[src/rtl/tcw_pkg.sv]
package tcw_pkg;
  typedef enum logic [2:0] {
    FMT_NRZ = 3'd0,
    FMT_RZ  = 3'd1,
    FMT_RO  = 3'd2,
    FMT_RC  = 3'd3,
    FMT_RT  = 3'd4
  } fmt_e;

  localparam int CHAIN_SPAN = 8;
  localparam int CH_SPAN    = 3 * CHAIN_SPAN;
  localparam int C_DLY = 0;
  localparam int C_WID = 1;
  localparam int C_CTL = 2;
  localparam int R_CLO = 0;
  localparam int R_CHI = 1;
  localparam int R_F0  = 2;
  localparam int R_F1  = 3;
  localparam int R_F2  = 4;
  localparam int R_FMT = 5;
  localparam int R_IO  = 6;

  function automatic fmt_e to_fmt(input logic [2:0] raw);
    case (raw)
      3'd1:    return FMT_RZ;
      3'd2:    return FMT_RO;
      3'd3:    return FMT_RC;
      3'd4:    return FMT_RT;
      default: return FMT_NRZ;
    endcase
  endfunction
endpackage

[src/rtl/tcw_regfile.sv]
module tcw_regfile
  import tcw_pkg::*;
#(
  parameter int CHAN_ID  = 0,
  parameter int AW       = 10,
  parameter int DW       = 8,
  parameter int COARSE_W = 12,
  parameter int FINE_W   = 22
) (
  input  logic                clk,
  input  logic                rst_n,
  input  logic                wr_en,
  input  logic [AW-1:0]       wr_addr,
  input  logic [DW-1:0]       wr_data,
  input  logic [AW-1:0]       rd_addr,
  output logic [DW-1:0]       rd_data,
  input  logic                ph_bit,
  input  logic                cyc_end,
  output logic [COARSE_W-1:0] coarse_o [2],
  output logic [FINE_W-1:0]   fine_o [2],
  output fmt_e                fmt_o,
  output logic                ttl_en,
  output logic                asamp_en
);
  localparam int BASE    = CHAN_ID * CH_SPAN;
  localparam int OW      = $clog2(CH_SPAN);
  localparam int IO_IDX  = C_CTL * CHAIN_SPAN + R_IO;
  localparam int FMT_IDX = C_CTL * CHAIN_SPAN + R_FMT;

  logic [DW-1:0] stg_q [CH_SPAN];
  logic [DW-1:0] stg_d [CH_SPAN];
  logic [COARSE_W-1:0] s_coarse [2];
  logic [FINE_W-1:0]   s_fine [2];
  logic [COARSE_W-1:0] a_coarse_q [2];
  logic [FINE_W-1:0]   a_fine_q [2];
  logic [2:0]          a_fmt_q;

  logic [AW-1:0] woff, roff;
  logic          whit, rhit;

  assign woff = wr_addr - AW'(BASE);
  assign roff = rd_addr - AW'(BASE);
  assign whit = (wr_addr >= AW'(BASE)) && (woff < AW'(CH_SPAN));
  assign rhit = (rd_addr >= AW'(BASE)) && (roff < AW'(CH_SPAN));

  // staging copy: next-state
  always_comb begin
    for (int i = 0; i < CH_SPAN; i++) stg_d[i] = stg_q[i];
    if (wr_en && whit) stg_d[woff[OW-1:0]] = wr_data;
  end

  always_ff @(posedge clk or negedge rst_n) begin
    if (!rst_n) begin
      for (int i = 0; i < CH_SPAN; i++) stg_q[i] <= '0;
    end else begin
      for (int i = 0; i < CH_SPAN; i++) stg_q[i] <= stg_d[i];
    end
  end

  // per-chain views of the staged bytes
  for (genvar g = 0; g < 2; g++) begin : g_chain
    assign s_coarse[g] = COARSE_W'({stg_q[g*CHAIN_SPAN+R_CHI], stg_q[g*CHAIN_SPAN+R_CLO]});
    assign s_fine[g]   = FINE_W'({stg_q[g*CHAIN_SPAN+R_F2], stg_q[g*CHAIN_SPAN+R_F1],
                                  stg_q[g*CHAIN_SPAN+R_F0]});

    // working copy, loaded only at the cycle boundary
    always_ff @(posedge clk or negedge rst_n) begin
      if (!rst_n) begin
        a_coarse_q[g] <= '0;
        a_fine_q[g]   <= '0;
      end else if (cyc_end) begin
        a_coarse_q[g] <= s_coarse[g];
        a_fine_q[g]   <= s_fine[g];
      end
    end

    assign coarse_o[g] = a_coarse_q[g];
    assign fine_o[g]   = a_fine_q[g];
  end

  always_ff @(posedge clk or negedge rst_n) begin
    if (!rst_n)       a_fmt_q <= '0;
    else if (cyc_end) a_fmt_q <= stg_q[FMT_IDX][2:0];
  end

  assign fmt_o    = to_fmt(a_fmt_q);
  assign ttl_en   = stg_q[IO_IDX][1];
  assign asamp_en = stg_q[IO_IDX][2];

  always_comb begin
    rd_data = '0;
    if (rhit) begin
      if (roff[OW-1:0] == OW'(IO_IDX)) rd_data = {stg_q[IO_IDX][DW-1:1], ph_bit};
      else                             rd_data = stg_q[roff[OW-1:0]];
    end
  end
endmodule

[src/rtl/tcw_edge_decode.sv]
module tcw_edge_decode #(
  parameter int COARSE_W = 12,
  parameter int FINE_W   = 22,
  parameter int TW       = 9
) (
  input  logic [COARSE_W-1:0] coarse,
  input  logic [FINE_W-1:0]   fine,
  output logic [TW-1:0]       edge_tick,
  output logic                frc_hi,
  output logic                frc_lo
);
  localparam int POS_N = COARSE_W - 2;
  localparam int STG_N = FINE_W - 2;

  logic odd_sel;
  int unsigned pos, stp;

  assign odd_sel = coarse[COARSE_W-1] & ~coarse[COARSE_W-2];
  assign frc_lo  = fine[FINE_W-2];
  assign frc_hi  = fine[FINE_W-1];

  // lowest set bit wins in both one-hot fields
  always_comb begin
    pos = 0;
    for (int i = POS_N - 1; i >= 0; i--) if (coarse[i]) pos = i;
  end

  always_comb begin
    stp = 0;
    for (int i = STG_N - 1; i >= 0; i--) if (fine[i]) stp = i;
  end

  assign edge_tick = TW'((2 * pos + (odd_sel ? 1 : 0)) * STG_N + stp);
endmodule

[src/rtl/tcw_shaper.sv]
module tcw_shaper
  import tcw_pkg::*;
#(
  parameter int TW = 9
) (
  input  logic          clk,
  input  logic          rst_n,
  input  logic [TW-1:0] tick,
  input  logic [TW-1:0] t_dly,
  input  logic [TW-1:0] t_wid,
  input  logic          dly_fh,
  input  logic          dly_fl,
  input  logic          wid_fh,
  input  logic          wid_fl,
  input  fmt_e          fmt,
  input  logic          bit_cur,
  input  logic          bit_prev,
  output logic          drv_out,
  output logic          drv_en
);
  logic d_frc, w_frc, d_lvl, w_lvl, pulse;
  logic [TW-1:0] eff_dly;
  logic out_d, en_d;

  assign d_frc   = dly_fh | dly_fl;
  assign w_frc   = wid_fh | wid_fl;
  assign eff_dly = d_frc ? '0 : t_dly;
  assign d_lvl   = d_frc || (tick >= t_dly);
  assign w_lvl   = !w_frc && (t_wid > eff_dly) && (tick >= t_wid);
  assign pulse   = d_lvl & ~w_lvl;

  always_comb begin
    en_d  = 1'b1;
    out_d = 1'b0;
    if (dly_fh && wid_fl) begin
      out_d = 1'b1;
    end else if (dly_fl && wid_fh) begin
      out_d = 1'b0;
    end else begin
      case (fmt)
        FMT_RZ:  out_d = pulse & bit_cur;
        FMT_RO:  out_d = pulse ? bit_cur : 1'b1;
        FMT_RC:  out_d = pulse ? bit_cur : ~bit_cur;
        FMT_RT:  begin
          en_d  = pulse;
          out_d = pulse & bit_cur;
        end
        default: out_d = d_lvl ? bit_cur : bit_prev;
      endcase
    end
  end

  always_ff @(posedge clk or negedge rst_n) begin
    if (!rst_n) begin
      drv_out <= 1'b0;
      drv_en  <= 1'b1;
    end else begin
      drv_out <= out_d;
      drv_en  <= en_d;
    end
  end
endmodule

[src/rtl/tcw_formatter.sv]
module tcw_formatter
  import tcw_pkg::*;
#(
  parameter int CHAN_ID  = 0,
  parameter int AW       = 10,
  parameter int DW       = 8,
  parameter int COARSE_W = 12,
  parameter int FINE_W   = 22
) (
  input  logic          clk,
  input  logic          rst_n,
  input  logic          pat_bit,
  input  logic          wr_en,
  input  logic [AW-1:0] wr_addr,
  input  logic [DW-1:0] wr_data,
  input  logic [AW-1:0] rd_addr,
  output logic [DW-1:0] rd_data,
  input  logic          ref_strobe,
  output logic          drv_out,
  output logic          drv_en,
  output logic          cyc_mark,
  output logic          io_ttl_en,
  output logic          io_asamp_en
);
  localparam int STG_N     = FINE_W - 2;
  localparam int POS_N     = COARSE_W - 2;
  localparam int CYC_TICKS = 2 * POS_N * STG_N;
  localparam int TW        = $clog2(CYC_TICKS);

  logic [1:0]    rsync_q;
  logic          rst_n_s;
  logic [TW-1:0] tick_q, tick_d;
  logic          cyc_end;
  logic          cur_q, cur_d, prev_q, prev_d, ph_q, ph_d, mark_d;

  logic [COARSE_W-1:0] coarse [2];
  logic [FINE_W-1:0]   fine [2];
  logic [TW-1:0]       etick [2];
  logic [1:0]          fh, fl;
  fmt_e                act_fmt;

  // asynchronous assert, synchronous release
  always_ff @(posedge clk or negedge rst_n) begin
    if (!rst_n) rsync_q <= 2'b00;
    else        rsync_q <= {rsync_q[0], 1'b1};
  end
  assign rst_n_s = rsync_q[1];

  assign cyc_end = (tick_q == TW'(CYC_TICKS - 1));

  always_comb begin
    tick_d = cyc_end ? '0 : tick_q + 1'b1;
    cur_d  = cyc_end ? pat_bit : cur_q;
    prev_d = cyc_end ? cur_q : prev_q;
    ph_d   = ref_strobe ? drv_out : ph_q;
    mark_d = (tick_q == '0);
  end

  always_ff @(posedge clk or negedge rst_n_s) begin
    if (!rst_n_s) begin
      tick_q   <= '0;
      cur_q    <= 1'b0;
      prev_q   <= 1'b0;
      ph_q     <= 1'b0;
      cyc_mark <= 1'b0;
    end else begin
      tick_q   <= tick_d;
      cur_q    <= cur_d;
      prev_q   <= prev_d;
      ph_q     <= ph_d;
      cyc_mark <= mark_d;
    end
  end

  tcw_regfile #(
    .CHAN_ID(CHAN_ID), .AW(AW), .DW(DW), .COARSE_W(COARSE_W), .FINE_W(FINE_W)
  ) regs_i (
    .clk(clk), .rst_n(rst_n_s), .wr_en(wr_en), .wr_addr(wr_addr), .wr_data(wr_data),
    .rd_addr(rd_addr), .rd_data(rd_data), .ph_bit(ph_q), .cyc_end(cyc_end),
    .coarse_o(coarse), .fine_o(fine), .fmt_o(act_fmt),
    .ttl_en(io_ttl_en), .asamp_en(io_asamp_en)
  );

  for (genvar g = 0; g < 2; g++) begin : g_edge
    tcw_edge_decode #(.COARSE_W(COARSE_W), .FINE_W(FINE_W), .TW(TW)) dec_i (
      .coarse(coarse[g]), .fine(fine[g]), .edge_tick(etick[g]),
      .frc_hi(fh[g]), .frc_lo(fl[g])
    );
  end

  tcw_shaper #(.TW(TW)) shape_i (
    .clk(clk), .rst_n(rst_n_s), .tick(tick_q),
    .t_dly(etick[C_DLY]), .t_wid(etick[C_WID]),
    .dly_fh(fh[C_DLY]), .dly_fl(fl[C_DLY]), .wid_fh(fh[C_WID]), .wid_fl(fl[C_WID]),
    .fmt(act_fmt), .bit_cur(cur_q), .bit_prev(prev_q),
    .drv_out(drv_out), .drv_en(drv_en)
  );
endmodule

[config.mk]
export PLATFORM = sky130hd
export DESIGN_NAME = tcw_formatter
export DESIGN_NICKNAME = d
export VERILOG_FILES = /design/src/rtl/tcw_pkg.sv /design/src/rtl/tcw_regfile.sv /design/src/rtl/tcw_edge_decode.sv /design/src/rtl/tcw_shaper.sv /design/src/rtl/tcw_formatter.sv
export SDC_FILE = /design/constraint.sdc
export NUM_CORES = 1
export LEC_CHECK = 0
export ABC_CLOCK_PERIOD_IN_PS = 10600
export BUFFER_PORTS_ARGS = -buffer_cell sky130_fd_sc_hd__buf_2
export CORE_MARGIN = 2
export CORE_UTILIZATION = 45
export CTS_BUF_LIST = sky130_fd_sc_hd__clkbuf_8
export CTS_CLUSTER_SIZE = 16
export DETAILED_ROUTE_END_ITERATION = 10
export GPL_ROUTABILITY_DRIVEN = 1
export PLACE_DENSITY_LB_ADDON = 0.1
export SYNTH_ARGS = -nofsm -noshare
export SYNTH_HDL_FRONTEND = slang
export SYNTH_HIERARCHICAL = 1
export SYNTH_SLANG_ARGS = --single-unit
export TNS_END_PERCENT = 30
[constraint.sdc]
create_clock -name clk -period 10.6 [get_ports clk]
set_clock_uncertainty 0.2 [all_clocks]
set_input_delay 0.53 -clock clk [delete_from_list [all_inputs] [get_ports clk]]
set_output_delay 0.53 -clock clk [all_outputs]
set_load 0.03 [all_outputs]
-- Yosys cells after proc, flatten, opt, wreduce, memory -nomap -nowiden
Cells that the tools add are included.
- bits in registers: 280
- input port bits: 33
- output and inout bits: 13
- word-level logic and storage cells: 170
- $add $sub $neg: 5
- $mul: 2
- order comparisons: 10
- equal/unequal tests: 10
- mux-type cells: 82
- bitwise operators: 12
- reduce and logical (&&, ||, !) cells: 12
- operators by type and width (kind ; number):
    5-bit 2-to-1 mux ; 40
    192-bit bitwise mux ; 1
    4-bit 2-to-1 mux ; 20
    5-bit by 32-bit adder with 32-bit output ; 2
    32-bit by 3-bit multiplier with 7-bit output, second input constant ; 2
    8-bit binary-select mux with 5-bit select ; 1
    8-bit demux with 5-bit select ; 1
    8-bit 2-to-1 mux ; 5
    10-bit by 1-bit >= comparator with 1-bit output, second input constant ; 2
    10-bit by 5-bit less-than comparator with 1-bit output, second input constant ; 2
    9-bit by 5-bit adder with 9-bit output ; 2
    9-bit >= comparator ; 2
    9-bit 2-to-1 mux ; 2
    3-bit by 2-bit equality test with 1-bit output, second input constant ; 4
    6-bit >= comparator, second input constant ; 2
    5-bit inverter with 6-bit output ; 2
    3-bit one-hot mux with 4 select lines ; 1
    1-bit 2-to-1 mux ; 10
    9-bit by 1-bit adder with 9-bit output, second input constant ; 1
    9-bit equality test, second input constant ; 1
    9-bit > comparator ; 1
    9-bit logical NOT ; 1
    1-bit logical AND ; 8
    3-bit by 1-bit equality test with 1-bit output, second input constant ; 2
    other kinds (10) ; 18

-- Depth between registers and ports, before layout
Gate-level depths: netlist of the first run.
- depth in word-level cells: 31
- gate-level depth with buffers: 21
- mapped depth without buffers: 21

-- Modules after synthesis
Netlist of the first run, hierarchy kept.
- by module, submodules not included (module ; instances ; cells each ; area an instance (µm²)):
    tcw_regfile ; 1 ; 813 ; 11643.7
    tcw_edge_decode ; 2 ; 90 ; 610.6
    tcw_shaper ; 1 ; 114 ; 888.4
    tcw_formatter ; 1 ; 56 ; 695.7

-- Least setup slack after synthesis of the first run
No wires, ideal clock.
- kind: register -> register
- start point: register regs_i.a_coarse_q (netlist bit regs_i/coarse_o[0])
- end point: register shape_i.drv_out
- setup time: 119 ps
- arrival: 3844 ps
- setup slack: 6437 ps
- stages on the path, launching flop included: 18
- buffers on the path: 0
- period minus slack after synthesis: 4163 ps
- path through: dfrtp_1 > or4_4 > a21oi_1 > ha_1 > ha_1 > inv_1 > fa_1 > nor3_1 > xnor2_1 > inv_1 > ha_1 > a2111oi_2 > o21ai_1 > a41oi_2 > a211oi_2 > and2_1 > o221ai_2 > o21ai_2
- RTL lines (what ; line ; source):
    start: declaration ; tcw_regfile.sv:34 ; logic [COARSE_W-1:0] a_coarse_q [2];
    start signal: indexed assignment ; tcw_regfile.sv:72 ; a_coarse_q[g] <= s_coarse[g];
    end signal: assignment ; tcw_shaper.sv:58 ; drv_out <= out_d;
    end: declaration ; tcw_shaper.sv:18 ; output logic drv_out,

==> results of run 1 <==
[cell families after synthesis]
kind of cell,synth area share
compound gates,0.0695
xor+xnor,0.0121
fa+ha+maj,0.0462
buf+inv,0.0322
flops,0.483
mux,0.270
other cells,0.000260
simple gates,0.0866
[worst max path at each step]
stage | startpoint | to | cells after the start
after floorplan | rsync_q[1] | cur_q | 0
after global placement | regs_i/coarse_o[0] | shape_i/drv_out | 17
after detailed placement | regs_i/coarse_o[0] | shape_i/drv_out | 17
after CTS | regs_i/coarse_o[0] | shape_i/drv_out | 17
after global routing | regs_i/coarse_o[0] | shape_i/drv_out | 17
final | regs_i/coarse_o[0] | shape_i/drv_out | 17
[power groups by stage]
stage	Combinational, uW	Sequential (uW)	Clock [uW]
2_1_floorplan	53.8	1120	0
3_3_place_gp	106	1100	0
3_5_place_dp	106	1100	0
4_1_cts	107	1090	990
5_1_grt	115	1090	1040
6_report	105	1090	956
[routing by layer]
metal	wire (um)	track usage	up-vias	part of all wire
met1	17000	0.307	4746	0.48
li1	-	-	4357	-
met2	16400	0.343	128	0.46
met3	1130	0.0338	52	0.032
met4	763	0.0602	0	0.022
met5	0	0	-	0
[metrics by stage]
| step | setup WS (ps) | hold WS [ps] |
|---|---|---|
| finish | 6090 | 24.3 |
| global route | 5780 | 52.0 |
| CTS | 6090 | 30.5 |
| detailed placement | 6150 | 32.1 |
| global placement | 6270 | 35.9 |
| floorplan | 2050 | 34.4 |
[worst max-delay path: stages (launching register included)]
cell and delay [ps]:
dfrtp_1 420, or4_4 570, a21oi_1 220, ha_1 280
ha_1 210, inv_1 80, fa_1 460, nor3_1 250
xnor2_1 200, inv_1 70, ha_1 320, a2111oi_2 310
o21ai_1 130, a41oi_2 180, a211oi_2 80, and2_1 200
o221ai_2 150, o21ai_2 70
[state kept, by name, indices dropped and copies added (netlist names)]
register         count
prev_q               1
regs_i/stg_q       121
tick_q               9
ph_q                 1
regs_i/fine_o       44
regs_i/s_coarse     24
cur_q                1
cyc_mark             1
shape_i/drv_out      1
regs_i/asamp_en      1
rsync_q              2
regs_i/s_fine       44
regs_i/coarse_o     24
regs_i/a_fmt_q       3
regs_i/ttl_en        1
shape_i/drv_en       1
[final cells by class]
class | count | area, sq um | share of cell area
Tap cell | 402 | 503 | 0.0315
Inverter | 57 | 214 | 0.0134
Multi-Input combinational cell | 772 | 7000 | 0.438
Clock inverter | 25 | 140 | 0.00878
Clock buffer | 58 | 798 | 0.0500
Sequential cell | 279 | 6990 | 0.438
Timing Repair Buffer | 57 | 325 | 0.0204
[timing repair]
item                                   4_1_cts  5_1_grt
endpoints found under the hold margin        4        0
gates resized for setup                      0        0
setup buffers                                0        0
hold buffers                                 3        0
[layout by cell type (no fill, tap or decap), drive strengths merged, types with 6 or more instances in the layout]
master / netlist / routed
mux2i: 70 / 70
a221oi: 9 / 9
a21oi: 35 / 35
xor2: 9 / 9
a22oi: 16 / 16
o21ai: 25 / 25
buf: 18 / 54
o31ai: 9 / 9
nor2: 36 / 36
nand2: 53 / 53
mux2: 266 / 266
o22ai: 8 / 8
xnor2: 11 / 11
inv: 57 / 76
nand2b: 14 / 14
clkbuf: 37 / 58
o211ai: 6 / 6
nor4: 11 / 11
a31oi: 9 / 9
dfrtp: 278 / 278
nand3: 21 / 21
ha: 47 / 47
nor2b: 16 / 16
mux4: 9 / 9
nor3: 22 / 22
==> results by group, run 1 <==
Run status
  – Outcome: finished, final reports clean

Timing
  – Max_slew headroom: 0.203
  – Slew Viols, Final: 0
  – RSZ-0062 raised after global routing: no
  – Final setup vio count: 0
  – Post-layout min period: 4510 ps
  – Hold Vio Cnt, Final: 0
  – Max Freq: 0.222 GHz
  – Slew of the pin with the lowest slew margin: 1180 ps
  – Setup tns final: 0 ps
  – Period utilization: 0.426

Logic synthesis
  – Most frequent cell after synthesis: dfrtp_1
  – Seq cells post-synth: 279
  – Synthesized area: 0.0144 sq mm
  – Cell accounting for the most synthesized area: dfrtp_1
  – Post-synth net total: 1247
  – Sequential share of the synthesized area: 0.483
  – Mapped Cells: 1163
  – Main area contributors after synthesis: dfrtp_1 (48%), mux2_2 (21%), mux2i_1 (4.8%)
  – Synth top cells by count: dfrtp_1 (278), mux2_2 (265), mux2i_1 (70)
  – Syn. warnings: 6
  – Synth top area share: 0.481
  – Synth Flop Type: dfrtp_1
  – Syn_area_per_cell: 12.4 sq um
  – EDFF count, synth: 0
  – Asr flop ratio synth: 1.00
  – Yosys cell types: 78

Power and ir drop
  – Comb power frac: 0.049
  – Pint: 1630 uW
  – Power Total: 2150 uW
  – Power density over the cells: 134 mW/mm^2
  – Switching Share: 0.242
  – Peak supply drop: 0.0799 mV
  – Psw: 520 uW
  – Pleak: 0.00790 uW
  – Clock share of power: 0.445
  – Flop pwr share: 0.506

Route
  – Final ANT Viol Nets: 0
  – Avg Vias per Cell: 5.63
  – Aggregate routed wire length: 35300 um
  – Starting DRT DRC Count: 478
  – Via count: 9283
  – TritonRoute pass-1 iters: 5
  – Drc violations: 0
  – Routed len/inst: 21.4 um

Place
  – Placed Area: 0.0150 sq mm
  – Post-DP HPWL: 24000 um
  – I/O Buffers: 45
  – Placed cell count: 1564
  – Routability-driven placement congestion ratio: 0.819

Layout
  – Cell Count, Final, Fillers Out: 1650
  – # diodes: 0
  – Ratio of cells with drive above 1 in the final layout: 0.351
  – Design area: 0.0160 sq mm
  – Filler Cell Count: 2880
  – Nets: 1300
  – Fin util: 0.506
  – P&R area growth vs syn: 10.5%

Hold path
  – Worst min path class: register to asynchronous set/reset pin

Critical path
  – CP required: 10860 ps
  – Setup crit end kind: register
  – Arr. time, crit path: 4770 ps
  – FF-to-FF End: shape_i/drv_out
  – CP Launch Type: register
  – CP max FO: 6
  – Setup CP Type: register to register
  – Reg2Reg Setup Slack: 6090 ps
  – Reg2Reg Launch Point: regs_i/coarse_o[0]
  – Reg2reg path depth: 17

Clock network
  – Clk pin slew, worst setup/hold paths: 60 ps
  – Sink Count: 279
  – CTS root buffer: clkbuf_8
  – CTS tree: yes
  – CTS H-tree depth: 2
  – Total CTS buffers: 49
  – Clock latency on the worst-skew pair: 580 ps
  – Clock tree buffer depth: 3

Global routing
  – Largest net degree at the start of global routing: 75
  – Total grt overflow: 0
  – GRT Total Usage: 0.216
  – Initial antenna violation count: 1
  – First-pass GRT wire length: 55800 um
  – Via count of the first global-routing pass: 9458

Floorplan
  – Full die area: 0.0336 sq mm
  – Chip Width: 183 um
  – Die Ht: 183 um
  – IO Pins: 46
  – Total core area: 0.0316 sq mm
  – Num rows: 65
  – Starting density of the core: 0.458

Flow run
  – Max-cap violations: 0
No activity file was read; power rests on OpenSTA's default activity.
==> run 2: changes to the inputs <==
--- a/config.mk
+++ b/config.mk
@@ -5,7 +5,7 @@
 export SDC_FILE = /design/constraint.sdc
 export NUM_CORES = 1
 export LEC_CHECK = 0
-export ABC_CLOCK_PERIOD_IN_PS = 10600
+export ABC_CLOCK_PERIOD_IN_PS = 3800
 export BUFFER_PORTS_ARGS = -buffer_cell sky130_fd_sc_hd__buf_2
 export CORE_MARGIN = 2
 export CORE_UTILIZATION = 45
==> constraint.sdc (replaced) <==
create_clock -name clk -period 3.8 [get_ports clk]
set_clock_uncertainty 0.2 [all_clocks]
set_input_delay 0.19 -clock clk [delete_from_list [all_inputs] [get_ports clk]]
set_output_delay 0.19 -clock clk [all_outputs]
set_load 0.03 [all_outputs]
==> results by group, run 2 (synthesis results as in run 1) <==
Place
  – Routability-driven placement congestion ratio: 0.845 (was 0.819)
  – I/O Buffers: 45 (unchanged)
  – Placed Area: 0.0159 sq mm (was 0.0150 sq mm)
  – Post-DP HPWL: 25500 um (was 24000 um)
  – Post-place setup slack: -474 ps (was 6150 ps)

Floorplan
  – IO Pins: 46 (unchanged)
  – Num rows: 65 (unchanged)
  – Chip Width: 183 um (unchanged)
  – Full die area: 0.0336 sq mm (unchanged)
  – Die Ht: 183 um (unchanged)
  – Total core area: 0.0316 sq mm (unchanged)
  – Starting density of the core: 0.458 (unchanged)

Critical path
  – Buf/Inv on CP: 4 (was 2)
  – Critical-path cell list: or4_4, buf_6, nor3_4, ha_4, inv_1, fa_2, buf_4, xor2_2, inv_1, ha_1, a21oi_2, o211ai_2, a41oi_2, o31ai_4, mux2_4, nor2_4, o21ai_2 (was or4_4, a21oi_1, ha_1, ha_1, inv_1, fa_1, nor3_1, xnor2_1, inv_1, ha_1, a2111oi_2, o21ai_1, a41oi_2, a211oi_2, and2_1, o221ai_2, o21ai_2)
  – CP required: 4070 ps (was 10860 ps)
  – Reg2Reg Launch Point: regs_i/coarse_o[12] (was regs_i/coarse_o[0])
  – Critical Path Stages: 17 (unchanged)
  – CP top delay family: adder cells (unchanged)
  – Reg2reg path depth: 17 (unchanged)
  – Critical Path Start: regs_i/coarse_o[12] (was regs_i/coarse_o[0])
  – Setup CP Type: register to register (unchanged)
  – CP max stage delay: 550 ps (was 570 ps)
  – Setup crit end kind: register (unchanged)
  – CP max FO: 3 (was 6)
  – Slowest-stage cell, CP: or4_4 (unchanged)
  – Most common cell on crit path: inv_1 (was ha_1)
  – Arr. time, crit path: 4440 ps (was 4770 ps)
  – CP Launch Type: register (unchanged)

Route
  – Routed len/inst: 20.9 um (was 21.4 um)
  – Starting DRT DRC Count: 446 (was 478)
  – Drc violations: 0 (unchanged)
  – TritonRoute pass-1 iters: 5 (unchanged)
  – Avg Vias per Cell: 5.50 (was 5.63)
  – Final ANT Viol Nets: 0 (unchanged)
  – Aggregate routed wire length: 36800 um (was 35300 um)
  – Via count: 9690 (was 9283)

Run status
  – Outcome: finished, violations left (was finished, final reports clean)
  – Failing checks: setup timing

Clock network
  – Clock latency on the worst-skew pair: 590 ps (was 580 ps)
  – Clock tree buffer depth: 3 (unchanged)
  – CTS H-tree depth: 2 (unchanged)
  – CTS root buffer: clkbuf_8 (unchanged)
  – Total CTS buffers: 51 (was 49)
  – CTS tree: yes (unchanged)
  – Sink Count: 279 (unchanged)
  – Clk pin slew, worst setup/hold paths: 60 ps (about the same)

Layout
  – Filler Cell Count: 2779 (was 2880)
  – P&R area growth vs syn: 18.8% (was 10.5%)
  – Max FFs per register: 121 (unchanged)
  – Most frequent cells in the layout: dfrtp_1 (277), mux2_2 (264), buf_4 (113), inv_1 (70), mux2i_1 (70) (was dfrtp_1 (277), mux2_2 (265), inv_1 (76), mux2i_1 (70), clkbuf_8 (58))
  – Ratio of cells with drive above 1 in the final layout: 0.433 (was 0.351)
  – Design area: 0.0172 sq mm (was 0.0160 sq mm)
  – Most common cell after layout, fill and taps aside: dfrtp_1 (unchanged)
  – Multi-input gate area: 0.00722 sq mm (was 0.00700 sq mm)
  – Register area: 0.00699 sq mm (unchanged)
  – Nets: 1412 (was 1300)
  – # diodes: 0 (unchanged)
  – Top reg by flops: regs_i/stg_q (unchanged)

Timing
  – Period utilization: 1.10 (was 0.426)
  – Slew of the pin with the lowest slew margin: 1020 ps (was 1180 ps)
  – Hold Vio Cnt, Final: 0 (unchanged)
  – Slew Viols, Final: 0 (unchanged)
  – Max Freq: 0.240 GHz (was 0.222 GHz)
  – Post-layout min period: 4170 ps (was 4510 ps)
  – RSZ-0062 raised after global routing: yes (was no)
  – Final setup vio count: 2 (was 0)
  – Setup ws final: -370 ps (was 6090 ps)
  – Max_slew headroom: 0.316 (was 0.203)

Global routing
  – Total grt overflow: 0 (unchanged)
  – GRT Total Usage: 0.229 (was 0.216)
  – First-pass GRT wire length: 59100 um (was 55800 um)
  – Largest net degree at the start of global routing: 97 (was 75)
  – Via count of the first global-routing pass: 10343 (was 9458)
  – Initial antenna violation count: 1 (unchanged)

Power and ir drop
  – Power density over the cells: 363 mW/mm^2 (was 134 mW/mm^2)
  – Peak supply drop: 0.344 mV (was 0.0799 mV)
  – Pleak: 0.00855 uW (was 0.00790 uW)

Hold path
  – Worst min path class: register to asynchronous set/reset pin (unchanged)

Flow run
  – Max-cap violations: 0 (unchanged)
==> run 2: what timing repair did <==
action	CTS	global route
hold buffers	4	0
buffers inserted	1	0
cloned	0	0
hold endpoints to repair	4	0
resized for setup	28	15
setup endpoints to repair	2	2
pin swaps	24	15
==> run 2: per-stage QoR <==
step | util | setup TNS (ps) | power (uW) | hold slack [ps] | instances
after CTS | 0.541 | -673 | 6330 | 32.9 | 1761
after detailed placement | 0.503 | -859 | 3390 | -221 | 1672
after floorplan | - | -593 | 3260 | -306 | 1163
after global placement | 0.503 | -743 | 3380 | -225 | 1672
after global routing | 0.544 | -941 | 6500 | 55.6 | 1761
final | 0.544 | -604 | 6230 | 34.6 | 1761
==> run 2: final timing paths <==
check	to	slack, ps
min in group clk	regs_i/s_coarse[4]	70
min	regs_i/stg_q[31]	30
min reg2reg	regs_i/stg_q[31]	30
max	shape_i/drv_out	-370
max reg2reg	shape_i/drv_out	-370
max in group asynchronous	regs_i/fine_o[11]	2360
==> run 2: final cells by class <==
class	instances	area share
well taps	402	0.0293
repair buffers	167	0.0705
clock buffers	65	0.0521
flip-flops and latches	279	0.407
clock inverters	19	0.00802
inverters	57	0.0125
multi-input cells	772	0.421
==> run 2: per-layer routing <==
metal	share of wire	global-route usage	wire length (um)
met5	0	0	0
met4	0.028	0.0774	1020
met3	0.033	0.0336	1200
met2	0.48	0.378	17500
met1	0.46	0.312	17100
==> run 2: worst register-to-register path, stage by stage, from the launching register on <==
cell and delay (ps):
dfrtp_1 370, or4_4 550, buf_6 140, nor3_4 220
ha_4 250, inv_1 70, fa_2 460, buf_4 160
xor2_2 160, inv_1 60, ha_1 300, a21oi_2 170
o211ai_2 110, a41oi_2 240, o31ai_4 120, mux2_4 320
nor2_4 90, o21ai_2 60
==> run 2: power breakdown <==
| group | switching (uW) | internal [uW] | leakage [uW] |
|---|---|---|---|
| sequential | 24.4 | 3000 | 0.00387 |
| clock | 1250 | 1650 | 0.000579 |
| combinational | 204 | 97.9 | 0.00410 |
